`src/rtl/dma_pkg.sv`:
```
// Package: shared constants, state encoding and helpers for the DMA engine.
// Assumes a 32-bit data bus and 32-bit descriptor words.
package dma_pkg;

    localparam int WORD_W   = 32;
    localparam int DESC_WRDS = 4;

    // Word order inside a descriptor slot
    localparam int W_SRC = 0;
    localparam int W_DST = 1;
    localparam int W_LEN = 2;
    localparam int W_CFG = 3;

    // Configuration bit positions
    localparam int CFG_EN   = 0;
    localparam int CFG_SINC = 1;
    localparam int CFG_DINC = 2;
    localparam int CFG_SZ   = 3;   // two bits: CFG_SZ+1 : CFG_SZ
    localparam int CFG_IE   = 5;

    typedef enum logic [2:0] {
        ST_IDLE,
        ST_SAVE,
        ST_FETCH,
        ST_CHECK,
        ST_READ,
        ST_WRITE
    } dma_state_e;

    // Number of bytes moved by one beat for a size code
    function automatic logic [2:0] beat_step(input logic [1:0] sz);
        case (sz)
            2'd0:    beat_step = 3'd1;
            2'd1:    beat_step = 3'd2;
            default: beat_step = 3'd4;
        endcase
    endfunction

endpackage

```
`src/rtl/dma_req_arb.sv`:
```
// Request tracker and fixed-priority picker.
// Holds one pending bit per channel, flags overruns, and offers the
// lowest-numbered enabled pending channel. Assumes trig is a pulse per
// request; 'take' consumes the currently offered channel.
module dma_req_arb #(
    parameter int NCH = 12,
    localparam int CHW = (NCH > 1) ? $clog2(NCH) : 1
) (
    input  logic           clk,
    input  logic           rst_n,
    input  logic [NCH-1:0] trig,
    input  logic [NCH-1:0] en_mask,
    input  logic           take,
    output logic           gnt_valid,
    output logic [CHW-1:0] gnt_id,
    output logic [NCH-1:0] ovr_set
);

    logic [NCH-1:0] pend_q;
    logic [NCH-1:0] take_vec;

    // Decode the consumed request into a channel vector
    always_comb begin
        take_vec = '0;
        if (take) take_vec[gnt_id] = 1'b1;
    end

    for (genvar g = 0; g < NCH; g++) begin : g_chan
        // Per-channel pending bit: set by trigger, cleared when taken or disabled
        always_ff @(posedge clk) begin
            if (!rst_n) pend_q[g] <= 1'b0;
            else        pend_q[g] <= ((pend_q[g] & ~take_vec[g]) | trig[g]) & en_mask[g];
        end
        // Overrun when a new trigger meets an unserved request
        assign ovr_set[g] = trig[g] & pend_q[g] & ~take_vec[g] & en_mask[g];
    end

    // Lowest channel number wins
    always_comb begin
        gnt_id = '0;
        for (int i = NCH - 1; i >= 0; i--) begin
            if (pend_q[i] && en_mask[i]) gnt_id = CHW'(i);
        end
    end

    assign gnt_valid = |(pend_q & en_mask);

endmodule

```
`src/rtl/dma_csr.sv`:
```
// Software-visible registers: table base, channel enable mask, done flags
// and overrun flags. Done/overrun are write-1-to-clear; hardware sets win.
// Hardware completion clears the enable bit after any software write.
// Assumes NCH <= 32 and AW <= 32.
module dma_csr #(
    parameter int NCH = 12,
    parameter int AW  = 32
) (
    input  logic           clk,
    input  logic           rst_n,
    input  logic           reg_wr,
    input  logic [1:0]     reg_addr,
    input  logic [31:0]    reg_wdata,
    output logic [31:0]    reg_rdata,
    input  logic [NCH-1:0] en_clr,
    input  logic [NCH-1:0] done_set,
    input  logic [NCH-1:0] ovr_set,
    output logic [AW-1:0]  base_o,
    output logic [NCH-1:0] en_mask_o,
    output logic [NCH-1:0] done_o,
    output logic [NCH-1:0] ovr_o
);

    logic [AW-5:0]  base_q;
    logic [NCH-1:0] en_q;
    logic [NCH-1:0] done_q;
    logic [NCH-1:0] ovr_q;
    logic [NCH-1:0] wr_bits;

    assign wr_bits = reg_wdata[NCH-1:0];

    // Register update from software writes and hardware events
    always_ff @(posedge clk) begin
        if (!rst_n) begin
            base_q <= '0;
            en_q   <= '0;
            done_q <= '0;
            ovr_q  <= '0;
        end else begin
            if (reg_wr && reg_addr == 2'd0) base_q <= reg_wdata[AW-1:4];
            en_q   <= ((reg_wr && reg_addr == 2'd1) ? wr_bits : en_q) & ~en_clr;
            done_q <= (done_q & ~((reg_wr && reg_addr == 2'd2) ? wr_bits : '0)) | done_set;
            ovr_q  <= (ovr_q  & ~((reg_wr && reg_addr == 2'd3) ? wr_bits : '0)) | ovr_set;
        end
    end

    // Read multiplexer
    always_comb begin
        case (reg_addr)
            2'd0:    reg_rdata = 32'({base_q, 4'b0000});
            2'd1:    reg_rdata = 32'(en_q);
            2'd2:    reg_rdata = 32'(done_q);
            default: reg_rdata = 32'(ovr_q);
        endcase
    end

    assign base_o    = {base_q, 4'b0000};
    assign en_mask_o = en_q;
    assign done_o    = done_q;
    assign ovr_o     = ovr_q;

endmodule

```
`src/rtl/dma_beat_lane.sv`:
```
// Byte-lane steering for one beat on a 32-bit little-endian bus.
// Extracts a right-aligned beat from the read word at the source lane, and
// places a beat at the destination lane with matching byte enables.
// Assumes addresses aligned to the beat size.
module dma_beat_lane (
    input  logic [31:0] rd_word,
    input  logic [1:0]  src_off,
    input  logic [1:0]  dst_off,
    input  logic [1:0]  size,
    input  logic [31:0] beat_i,
    output logic [31:0] beat_o,
    output logic [31:0] wdata_o,
    output logic [3:0]  be_o
);

    logic [31:0] data_mask;
    logic [3:0]  be_base;

    // Size code to data mask and unshifted byte enables
    always_comb begin
        case (size)
            2'd0:    begin data_mask = 32'h0000_00FF; be_base = 4'b0001; end
            2'd1:    begin data_mask = 32'h0000_FFFF; be_base = 4'b0011; end
            default: begin data_mask = 32'hFFFF_FFFF; be_base = 4'b1111; end
        endcase
    end

    // Steer the data toward and away from the lanes
    always_comb begin
        beat_o  = (rd_word >> {src_off, 3'b000}) & data_mask;
        wdata_o = (beat_i & data_mask) << {dst_off, 3'b000};
        be_o    = be_base << dst_off;
    end

endmodule

```
`src/rtl/dma_desc_engine.sv`:
```
// DMA engine with RAM-resident channel descriptors.
// Holds one channel's context on chip. A trigger on another channel makes
// the engine store the held context to its RAM slot and fetch the new one
// before moving a single beat. Assumes a memory that holds read data valid
// with its acknowledge and accepts a request only when it acknowledges.
module dma_desc_engine
    import dma_pkg::*;
#(
    parameter int NCH = 12,
    parameter int AW  = 32,
    localparam int CHW = (NCH > 1) ? $clog2(NCH) : 1
) (
    input  logic           clk,
    input  logic           rst_n,
    input  logic [NCH-1:0] trig,
    input  logic           reg_wr,
    input  logic [1:0]     reg_addr,
    input  logic [31:0]    reg_wdata,
    output logic [31:0]    reg_rdata,
    output logic           mem_req,
    output logic           mem_we,
    output logic [AW-1:0]  mem_addr,
    output logic [31:0]    mem_wdata,
    output logic [3:0]     mem_be,
    input  logic [31:0]    mem_rdata,
    input  logic           mem_ack,
    output logic [NCH-1:0] done_irq
);

    dma_state_e                    st_q;
    logic [1:0]                    wcnt_q;
    logic [CHW-1:0]                held_ch_q;
    logic                          held_v_q;
    logic [CHW-1:0]                tgt_q;
    logic [DESC_WRDS-1:0][WORD_W-1:0] ctx_q;
    logic [31:0]                   beat_q;

    logic [AW-1:0]  base;
    logic [NCH-1:0] en_mask;
    logic [NCH-1:0] ovr_flags;
    logic [NCH-1:0] ovr_set;
    logic [NCH-1:0] en_clr;
    logic [NCH-1:0] done_set;
    logic           gnt_valid;
    logic [CHW-1:0] gnt_id;
    logic           take;
    logic [31:0]    beat_rd;
    logic [31:0]    lane_wdata;
    logic [3:0]     lane_be;
    logic [1:0]     sz;
    logic [31:0]    step;
    logic           last_beat;
    logic           xfer_done;
    logic [AW-1:0]  slot_ch;
    logic [AW-1:0]  slot_addr;

    dma_csr #(.NCH(NCH), .AW(AW)) u_csr (
        .clk       (clk),
        .rst_n     (rst_n),
        .reg_wr    (reg_wr),
        .reg_addr  (reg_addr),
        .reg_wdata (reg_wdata),
        .reg_rdata (reg_rdata),
        .en_clr    (en_clr),
        .done_set  (done_set),
        .ovr_set   (ovr_set),
        .base_o    (base),
        .en_mask_o (en_mask),
        .done_o    (done_irq),
        .ovr_o     (ovr_flags)
    );

    dma_req_arb #(.NCH(NCH)) u_arb (
        .clk       (clk),
        .rst_n     (rst_n),
        .trig      (trig),
        .en_mask   (en_mask),
        .take      (take),
        .gnt_valid (gnt_valid),
        .gnt_id    (gnt_id),
        .ovr_set   (ovr_set)
    );

    dma_beat_lane u_lane (
        .rd_word (mem_rdata),
        .src_off (ctx_q[W_SRC][1:0]),
        .dst_off (ctx_q[W_DST][1:0]),
        .size    (sz),
        .beat_i  (beat_q),
        .beat_o  (beat_rd),
        .wdata_o (lane_wdata),
        .be_o    (lane_be)
    );

    assign sz        = ctx_q[W_CFG][CFG_SZ+1:CFG_SZ];
    assign step      = 32'(beat_step(sz));
    assign take      = (st_q == ST_IDLE) && gnt_valid;
    assign last_beat = (ctx_q[W_LEN] == 32'd1);
    assign xfer_done = (st_q == ST_WRITE) && mem_ack;

    // Descriptor slot address for the channel being stored or fetched
    always_comb begin
        slot_ch   = AW'((st_q == ST_SAVE) ? held_ch_q : tgt_q);
        slot_addr = base + (slot_ch << 4) + AW'({wcnt_q, 2'b00});
    end

    // Completion events for the held channel
    always_comb begin
        en_clr   = '0;
        done_set = '0;
        if (xfer_done && last_beat) begin
            en_clr[held_ch_q]   = 1'b1;
            done_set[held_ch_q] = ctx_q[W_CFG][CFG_IE];
        end
    end

    // Memory master outputs per state
    always_comb begin
        mem_req   = 1'b0;
        mem_we    = 1'b0;
        mem_addr  = '0;
        mem_wdata = '0;
        mem_be    = 4'b0000;
        case (st_q)
            ST_SAVE: begin
                mem_req   = 1'b1;
                mem_we    = 1'b1;
                mem_addr  = slot_addr;
                mem_wdata = ctx_q[wcnt_q];
                mem_be    = 4'b1111;
            end
            ST_FETCH: begin
                mem_req  = 1'b1;
                mem_addr = slot_addr;
            end
            ST_READ: begin
                mem_req  = 1'b1;
                mem_addr = {ctx_q[W_SRC][AW-1:2], 2'b00};
            end
            ST_WRITE: begin
                mem_req   = 1'b1;
                mem_we    = 1'b1;
                mem_addr  = {ctx_q[W_DST][AW-1:2], 2'b00};
                mem_wdata = lane_wdata;
                mem_be    = lane_be;
            end
            default: ;
        endcase
    end

    // Sequencer: swap context as needed, then move one beat
    always_ff @(posedge clk) begin
        if (!rst_n) begin
            st_q      <= ST_IDLE;
            wcnt_q    <= '0;
            held_ch_q <= '0;
            held_v_q  <= 1'b0;
            tgt_q     <= '0;
            ctx_q     <= '0;
            beat_q    <= '0;
        end else begin
            case (st_q)
                ST_IDLE: begin
                    wcnt_q <= '0;
                    if (gnt_valid) begin
                        tgt_q <= gnt_id;
                        if (held_v_q && held_ch_q == gnt_id) st_q <= ST_CHECK;
                        else if (held_v_q)                   st_q <= ST_SAVE;
                        else                                  st_q <= ST_FETCH;
                    end
                end
                ST_SAVE: begin
                    if (mem_ack) begin
                        wcnt_q <= wcnt_q + 2'd1;
                        if (wcnt_q == 2'd3) st_q <= ST_FETCH;
                    end
                end
                ST_FETCH: begin
                    if (mem_ack) begin
                        ctx_q[wcnt_q] <= mem_rdata;
                        wcnt_q        <= wcnt_q + 2'd1;
                        if (wcnt_q == 2'd3) begin
                            held_ch_q <= tgt_q;
                            held_v_q  <= 1'b1;
                            st_q      <= ST_CHECK;
                        end
                    end
                end
                ST_CHECK: begin
                    if (ctx_q[W_CFG][CFG_EN] && ctx_q[W_LEN] != 32'd0) st_q <= ST_READ;
                    else                                               st_q <= ST_IDLE;
                end
                ST_READ: begin
                    if (mem_ack) begin
                        beat_q <= beat_rd;
                        st_q   <= ST_WRITE;
                    end
                end
                ST_WRITE: begin
                    if (mem_ack) begin
                        ctx_q[W_LEN] <= ctx_q[W_LEN] - 32'd1;
                        if (ctx_q[W_CFG][CFG_SINC]) ctx_q[W_SRC] <= ctx_q[W_SRC] + step;
                        if (ctx_q[W_CFG][CFG_DINC]) ctx_q[W_DST] <= ctx_q[W_DST] + step;
                        if (last_beat) ctx_q[W_CFG][CFG_EN] <= 1'b0;
                        st_q <= ST_IDLE;
                    end
                end
                default: st_q <= ST_IDLE;
            endcase
        end
    end

endmodule

```
`config.mk`:
```
export PLATFORM = sky130hd
export DESIGN_NAME = dma_desc_engine
export DESIGN_NICKNAME = d
export VERILOG_FILES = /design/src/rtl/dma_pkg.sv /design/src/rtl/dma_req_arb.sv /design/src/rtl/dma_csr.sv /design/src/rtl/dma_beat_lane.sv /design/src/rtl/dma_desc_engine.sv
export SDC_FILE = /design/constraint.sdc
export NUM_CORES = 1
export LEC_CHECK = 0
export CAP_MARGIN = 5
export CORE_ASPECT_RATIO = 0.7
export CORE_UTILIZATION = 35
export CTS_BUF_LIST = sky130_fd_sc_hd__clkbuf_16
export CTS_CLUSTER_DIAMETER = 40
export DETAILED_ROUTE_END_ITERATION = 8
export DONT_BUFFER_PORTS = 1
export HOLD_SLACK_MARGIN = 0.15
export PLACE_DENSITY = 0.53
export SYNTH_ARGS = -nofsm -noshare
export SYNTH_HDL_FRONTEND = slang
export SYNTH_SLANG_ARGS = --single-unit
```
`constraint.sdc`:
```
create_clock -name clk -period 4.3 [get_ports clk]
set_input_delay 0.215 -clock clk [delete_from_list [all_inputs] [get_ports clk]]
set_output_delay 0.215 -clock clk [all_outputs]
set_load 0.02 [all_outputs]
```
==> impl_metrics.json, run 1 <==
{
  "io_buffer_count": 0,
  "clock_sinks": 250,
  "grt_start_max_net_pins": 97,
  "cts_setup_buffers": 0,
  "seq_area_frac_synth": 0.310,
  "start_util": 0.357,
  "maxSlewHeadroom": 0.167,
  "fp.dieW_um": 259,
  "first_global_vias": 15800,
  "layout-drive-gt1-share": 0.112,
  "syn_inst": 2075,
  "syn_area_sq_um": 16200,
  "multiInputGateArea_sq_um": 10300,
  "htreeDepth": 2,
  "hp-class": "in -> reg",
  "rr_worst_depth": 9,
  "worst_ep_arrival_time_ps": 3690,
  "timing_worst_setup_path_type": "reg -> out",
  "start_kind": "flop",
  "ys_async_sr_fraction": 0,
  "power_density_nw_per_um2": 325,
  "rows": 65,
  "r2r_setup_slack_ps": 1010,
  "leakagePower_nw": 6.55,
  "finalNonFillerCells": 2750,
  "clockBufferDepth": 3,
  "hold_path_end": "beat_q[5]",
  "drt-total-wl_um": 75500,
  "die_area_sq_um": 47100,
  "ys_ff_latch": 250,
  "ir_drop_mv": 0.279,
  "grt.total_usage": 0.311,
  "tns_ps": 0,
  "r2r-end": "ctx_q[27]",
  "synth_edf_count": 0,
  "min_path_cells": 5,
  "cts_buffers": 42,
  "clk_latency_ps": 560,
  "fin_nets": 2210,
  "synth.distinct_cells": 86,
  "cap_violations": 0,
  "r2r_start": "wcnt_q[0]",
  "setup_violations": 0,
  "period_needed_ps": 3900,
  "vias": 17800,
  "fillers": 4556,
  "cts_tree": "built",
  "max_freq_mhz": 256,
  "clk_pin_slew_ps": 60,
  "vias_per_cell": 6.47,
  "cp_max_fo": 6,
  "core_sq_um": 45300,
  "synth_warnings": 0,
  "drt-pass1-iter-count": 5,
  "min_from": "mem_rdata[5]",
  "rsz0062_at_grt": "false",
  "dieHeight_um": 182,
  "required_ps": 4090,
  "synth_flop_cell": "dfxtp_1",
  "seq_area_sq_um": 5010,
  "areaGrowthSynthToFinish_pct": 18.5,
  "grt.overflow.total": 0,
  "antenna_found_initial": 5,
  "clockRootBuffer": "clkbuf_16",
  "grt_pass1_wl_um": 110000,
  "drv_slew": 0,
  "ioPinCount": 196,
  "hpwl_um": 52700,
  "drc": 0,
  "wl_per_cell_um": 27.5,
  "drt_iter0_drc": 2633,
  "outcome": "finished clean",
  "avgSynthCellArea_sq_um": 7.79,
  "gp_routability_congestion": 0.984,
  "max_slew.worst_pin.slew_ps": 1240,
  "fin_skew_ps": 26.1,
  "final_min_period_over_clock_period": 0.908,
  "end_kind": "output port",
  "hold_viol": 0,
  "ant_nets": 0,
  "dp_cells": 2579
}
-- worst max-delay path by stage --
stage | slack (ps) | cells after the start | end | start
final | 400 | 13 | mem_addr[20] | st_q[1]
after global routing | 180 | 13 | mem_addr[20] | st_q[1]
after CTS | 150 | 11 | mem_addr[21] | st_q[1]
after detailed placement | 730 | 11 | mem_addr[21] | st_q[1]
after global placement | 760 | 11 | mem_addr[21] | st_q[1]
after floorplan | 920 | 12 | mem_addr[17] | st_q[0]
-- critical path: stages, from the launching register on --
cell and delay, ps:
dfxtp_1 300, nand2b_1 170, nor2_2 210, mux2_2 370, ha_1 210, inv_1 70
fa_1 200, nor2b_1 60, o21a_1 230, o211ai_1 540, nor2_1 150, xnor2_1 150
o21ai_0 270, buf_4 210
-- layout make-up --
| type | instances | area share |
|---|---|---|
| antenna | 6 | 0.000784 |
| clock buffer | 45 | 0.0588 |
| sequential | 250 | 0.261 |
| inverter | 33 | 0.00673 |
| tap | 603 | 0.0394 |
| multi-input combinational | 1618 | 0.540 |
| timing repair buffer | 163 | 0.0763 |
| clock inverter | 32 | 0.0167 |
-- state kept, by name (all words and copies together) (netlist names) --
signal	cells
beat_q	32
ctx_q	128
held_ch_q	4
held_v_q	1
st_q	3
tgt_q	4
u_arb.pend_q	12
u_csr.base_q	28
u_csr.done_o	12
u_csr.en_mask_o	12
u_csr.ovr_o	12
wcnt_q	2
-- metrics by stage --
stage / total power [W] / hold WS [ps] / area [sq um] / util / worst slack, ps
floorplan: 0.00256 / 332 / 16200 / - / 918
global placement: 0.00259 / 338 / 16800 / 0.371 / 762
detailed placement: 0.00259 / 348 / 16800 / 0.371 / 730
CTS: 0.00624 / 155 / 19100 / 0.422 / 152
global route: 0.00638 / 217 / 19100 / 0.423 / 183
finish: 0.00623 / 181 / 19200 / 0.423 / 397
-- cells by family after synthesis --
group	share of synthesized area
DFF	0.310
adders and majority gates	0.0169
AOI/OAI and AO/OA	0.263
buffers and inverters	0.0520
xor gates and xnor gates	0.0201
muxes	0.101
and+or+nand+nor	0.238
other	0.000232
-- placed cells by master (no fill, tap or decap), drive strengths merged, types with 39 or more instances in the layout --
master         n
mux2i         39
a21oi        218
and2          40
a22oi         55
mux4          48
nor2         159
a22o          43
o21ai        126
nor3          57
clkbuf        45
buf           76
nand3         72
inv           40
dfxtp        250
nand2        311
dlygate4sd3   87
-- report_power, final --
group	switching (W)	internal, W	total, W	leakage (nW)
Clock	0.00136	0.00216	0.00353	0.693
Sequential	0.0000321	0.00233	0.00237	2.02
Combinational	0.000223	0.000114	0.000337	3.84
Total	0.00162	0.00461	0.00623	6.55
-- synthesized netlist by cell type, drive strengths merged (6+ instances only) --
master	number	area [sq um]
a21o	13	97.6
nand3	72	360
nand2	311	1170
nand4	30	209
mux2	14	158
mux2i	39	390
a211oi	38	285
nor3b	7	52.6
ha	17	213
nor2	159	597
a21boi	7	52.6
a21oi	218	1090
dfxtp	250	5000
a22oi	55	413
or3	6	37.5
o22ai	11	68.8
nand2b	9	56.3
and3	29	181
mux4	48	1080
xor2	9	78.8
xnor2	28	245
a311oi	9	78.8
o21ai	126	631
a31oi	38	238
o211ai	12	90.1
buf	34	173
or4	7	56.3
and4	12	106
o21a	11	82.6
nor4	20	176
nor2b	18	113
a22o	43	377
a221oi	14	123
inv	32	120
clkbuf	140	536
o2111ai	8	70.1
nor3	57	308
and2	40	250
a32o	10	100
-- metal layers --
metal  part of all wire  wire length, um  global-route usage
met2               0.39            29800               0.414
met4              0.022             1660              0.0750
met3               0.15            11000              0.0928
met1               0.44            33000               0.475
met5             0.0012               89              0.0154
-- repair_timing --
action / CTS / global route
resized for setup: 0 / 1
hold buffers: 88 / 0
setup endpoints to repair: 0 / 8
hold endpoints to repair: 246 / 0
Power figures use the tool's default switching activity.
==> run 2: changes to the inputs <==
CORE_ASPECT_RATIO = default   (was 0.7)
==> run 2 against run 1 <==
Clock skew fell by 4.7 ps. Critical path type unchanged. Combinational power is 2% lower. Sequential power about the same. Cell count rose by 0.65%. Design area is 1.9% higher. Via count is 2.0% lower. First-iteration DRC count fell by 17%. Critical path depth fell by 2. Wire length down 4.2%. Register-to-register slack got worse by 540 ps. Non-clock buffer count grew 11.
==> impl_metrics.json, run 2 (synthesized netlist as in run 1, its figures left out) <==
{
  "outcome": "finished clean",
  "drt-pass1-iter-count": 6,
  "start_kind": "flop",
  "worst_ep_arrival_time_ps": 3820,
  "holdWs_ps": 169,
  "ant_nets": 0,
  "path_cells": "nand2b_1 -> nor2_2 -> buf_4 -> mux2_2 -> ha_1 -> o21a_1 -> o211ai_1 -> nor2_1 -> xnor2_1 -> o21ai_0 -> buf_4",
  "hp-class": "in -> reg",
  "timing_worst_setup_path_type": "reg -> out",
  "clockRootBuffer": "clkbuf_16",
  "grt_start_max_net_pins": 81,
  "grt.total_usage": 0.300,
  "drt_iter0_drc": 2177,
  "maxSlewHeadroom": 0.264,
  "biggestRegsByFlops": "ctx_q (128), beat_q (32), u_csr.base_q (28)",
  "leakagePower_nw": 6.76,
  "met3_usage": 0.0693,
  "cap_violations": 0,
  "vias_per_cell": 6.31,
  "wl_per_cell_um": 26.2,
  "fp.dieW_um": 217,
  "cts_buffers": 50,
  "clk_latency_ps": 590,
  "fin_skew_ps": 21.4,
  "rows": 78,
  "core_sq_um": 45500,
  "max_freq_mhz": 248,
  "period_needed_ps": 4030,
  "setup_violations": 0,
  "worst_slack_ps": 265,
  "drv_slew": 0,
  "top_usage_layer": "met2",
  "drc": 0,
  "final_min_period_over_clock_period": 0.938,
  "tns_ps": 0,
  "dp_cells": 2573,
  "place_ws_ps": 808,
  "hold_viol": 0,
  "hpwl_um": 50500,
  "required_ps": 4090,
  "grt.overflow.total": 0,
  "clk_pin_slew_ps": 50,
  "end_kind": "output port",
  "vias": 17500,
  "cts_tree": "built",
  "largest_register_ffs": 128,
  "drt-total-wl_um": 72400,
  "cts_setup_buffers": 0,
  "layout_common_cells": "nand2_1 (311), dfxtp_1 (247), a21oi_1 (218), nor2_1 (157), o21ai_0 (122)",
  "met1_usage": 0.411,
  "crit_top_cell": "buf_4",
  "dieHeight_um": 217,
  "max_stage_delay_ps": 620,
  "grt_pass1_wl_um": 107000,
  "gp_routability_congestion": 0.973,
  "grt_util_met2": 0.440,
  "ir_drop_mv": 0.299,
  "areaGrowthSynthToFinish_pct": 20.8,
  "cts_hold_buf": 102,
  "critPathSlowestCell": "o211ai_1",
  "ioPinCount": 196,
  "antenna_found_initial": 5,
  "power_density_nw_per_um2": 340,
  "finalNonFillerCells": 2768,
  "critical-path-top-delay-family": "compound AO/OA/AOI/OAI gates",
  "cp_num_buf_inv": 2,
  "rsz0062_at_grt": "false",
  "layout-drive-gt1-share": 0.111,
  "clock_sinks": 250,
  "io_buffer_count": 0,
  "first_global_vias": 15900,
  "htreeDepth": 2,
  "clockBufferDepth": 3,
  "final_common_cell": "nand2_1",
  "fin_nets": 2229,
  "max_slew.worst_pin.slew_ps": 1100,
  "top_register": "ctx_q",
  "die_area_sq_um": 47000,
  "start_util": 0.355,
  "post_cts_resize_count": 0,
  "cp_max_fo": 32
}
==> run 2: cell count changes in the layout (fill, tap and decap cells not counted), sizes merged, moves of 3 or more <==
| cell | previous run | this run |
|---|---|---|
| dlygate4sd3 | 87 | 101 |
| clkinv | 14 | 17 |
| buf | 76 | 73 |
| clkbuf | 45 | 53 |
| inv | 40 | 37 |
==> run 2: per-stage QoR <==
step            util  total power (W)  instance area, sq um
4_1_cts        0.429          0.00666                 19500
3_3_place_gp   0.370          0.00259                 16800
2_1_floorplan      -          0.00256                 16200
5_1_grt        0.429          0.00678                 19500
3_5_place_dp   0.370          0.00259                 16800
6_report       0.429          0.00664                 19500
==> run 2: worst register-to-register path, stage by stage (launching register included) <==
cell and delay, ps:
dfxtp_1 510, or2_2 460, inv_1 150, ha_1 190, inv_1 60, fa_1 380, nor2b_1 330, o21a_1 350
and3_1 430, a31oi_1 140, o21a_1 210, dlygate4sd3_1 550
==> run 2: area by class of cell <==
class	count	area, sq um
diodes	4	10.0
clock buffers	53	1330
clock inverters	36	344
fillers	4660	26000
inverters	33	129
multi-input cells	1618	10300
flip-flops and latches	250	5010
well taps	600	751
repair buffers	174	1620
==> run 2: final timing paths <==
kind                  end          from  depth (start not counted)  slack [ps]
max          mem_addr[18]       st_q[1]                         11         270
min             beat_q[0]  mem_rdata[0]                          5         170
max reg2reg     ctx_q[56]    ctx_q[100]                         11         470
min reg2reg    beat_q[31]    beat_q[31]                          2         450
==> run 2: layer usage <==
metal / vias to the layer above / part of all wire
met5: - / 0.00073
met2: 1094 / 0.42
met1: 8387 / 0.42
li1: 7802 / -
met4: 4 / 0.054
met3: 167 / 0.11
==> run 2: where the power goes <==
group          total [W]  switching [W]  internal [W]
Sequential       0.00237      0.0000304       0.00234
Clock            0.00394        0.00138       0.00256
Combinational   0.000331       0.000215      0.000116
Total            0.00664        0.00162       0.00502
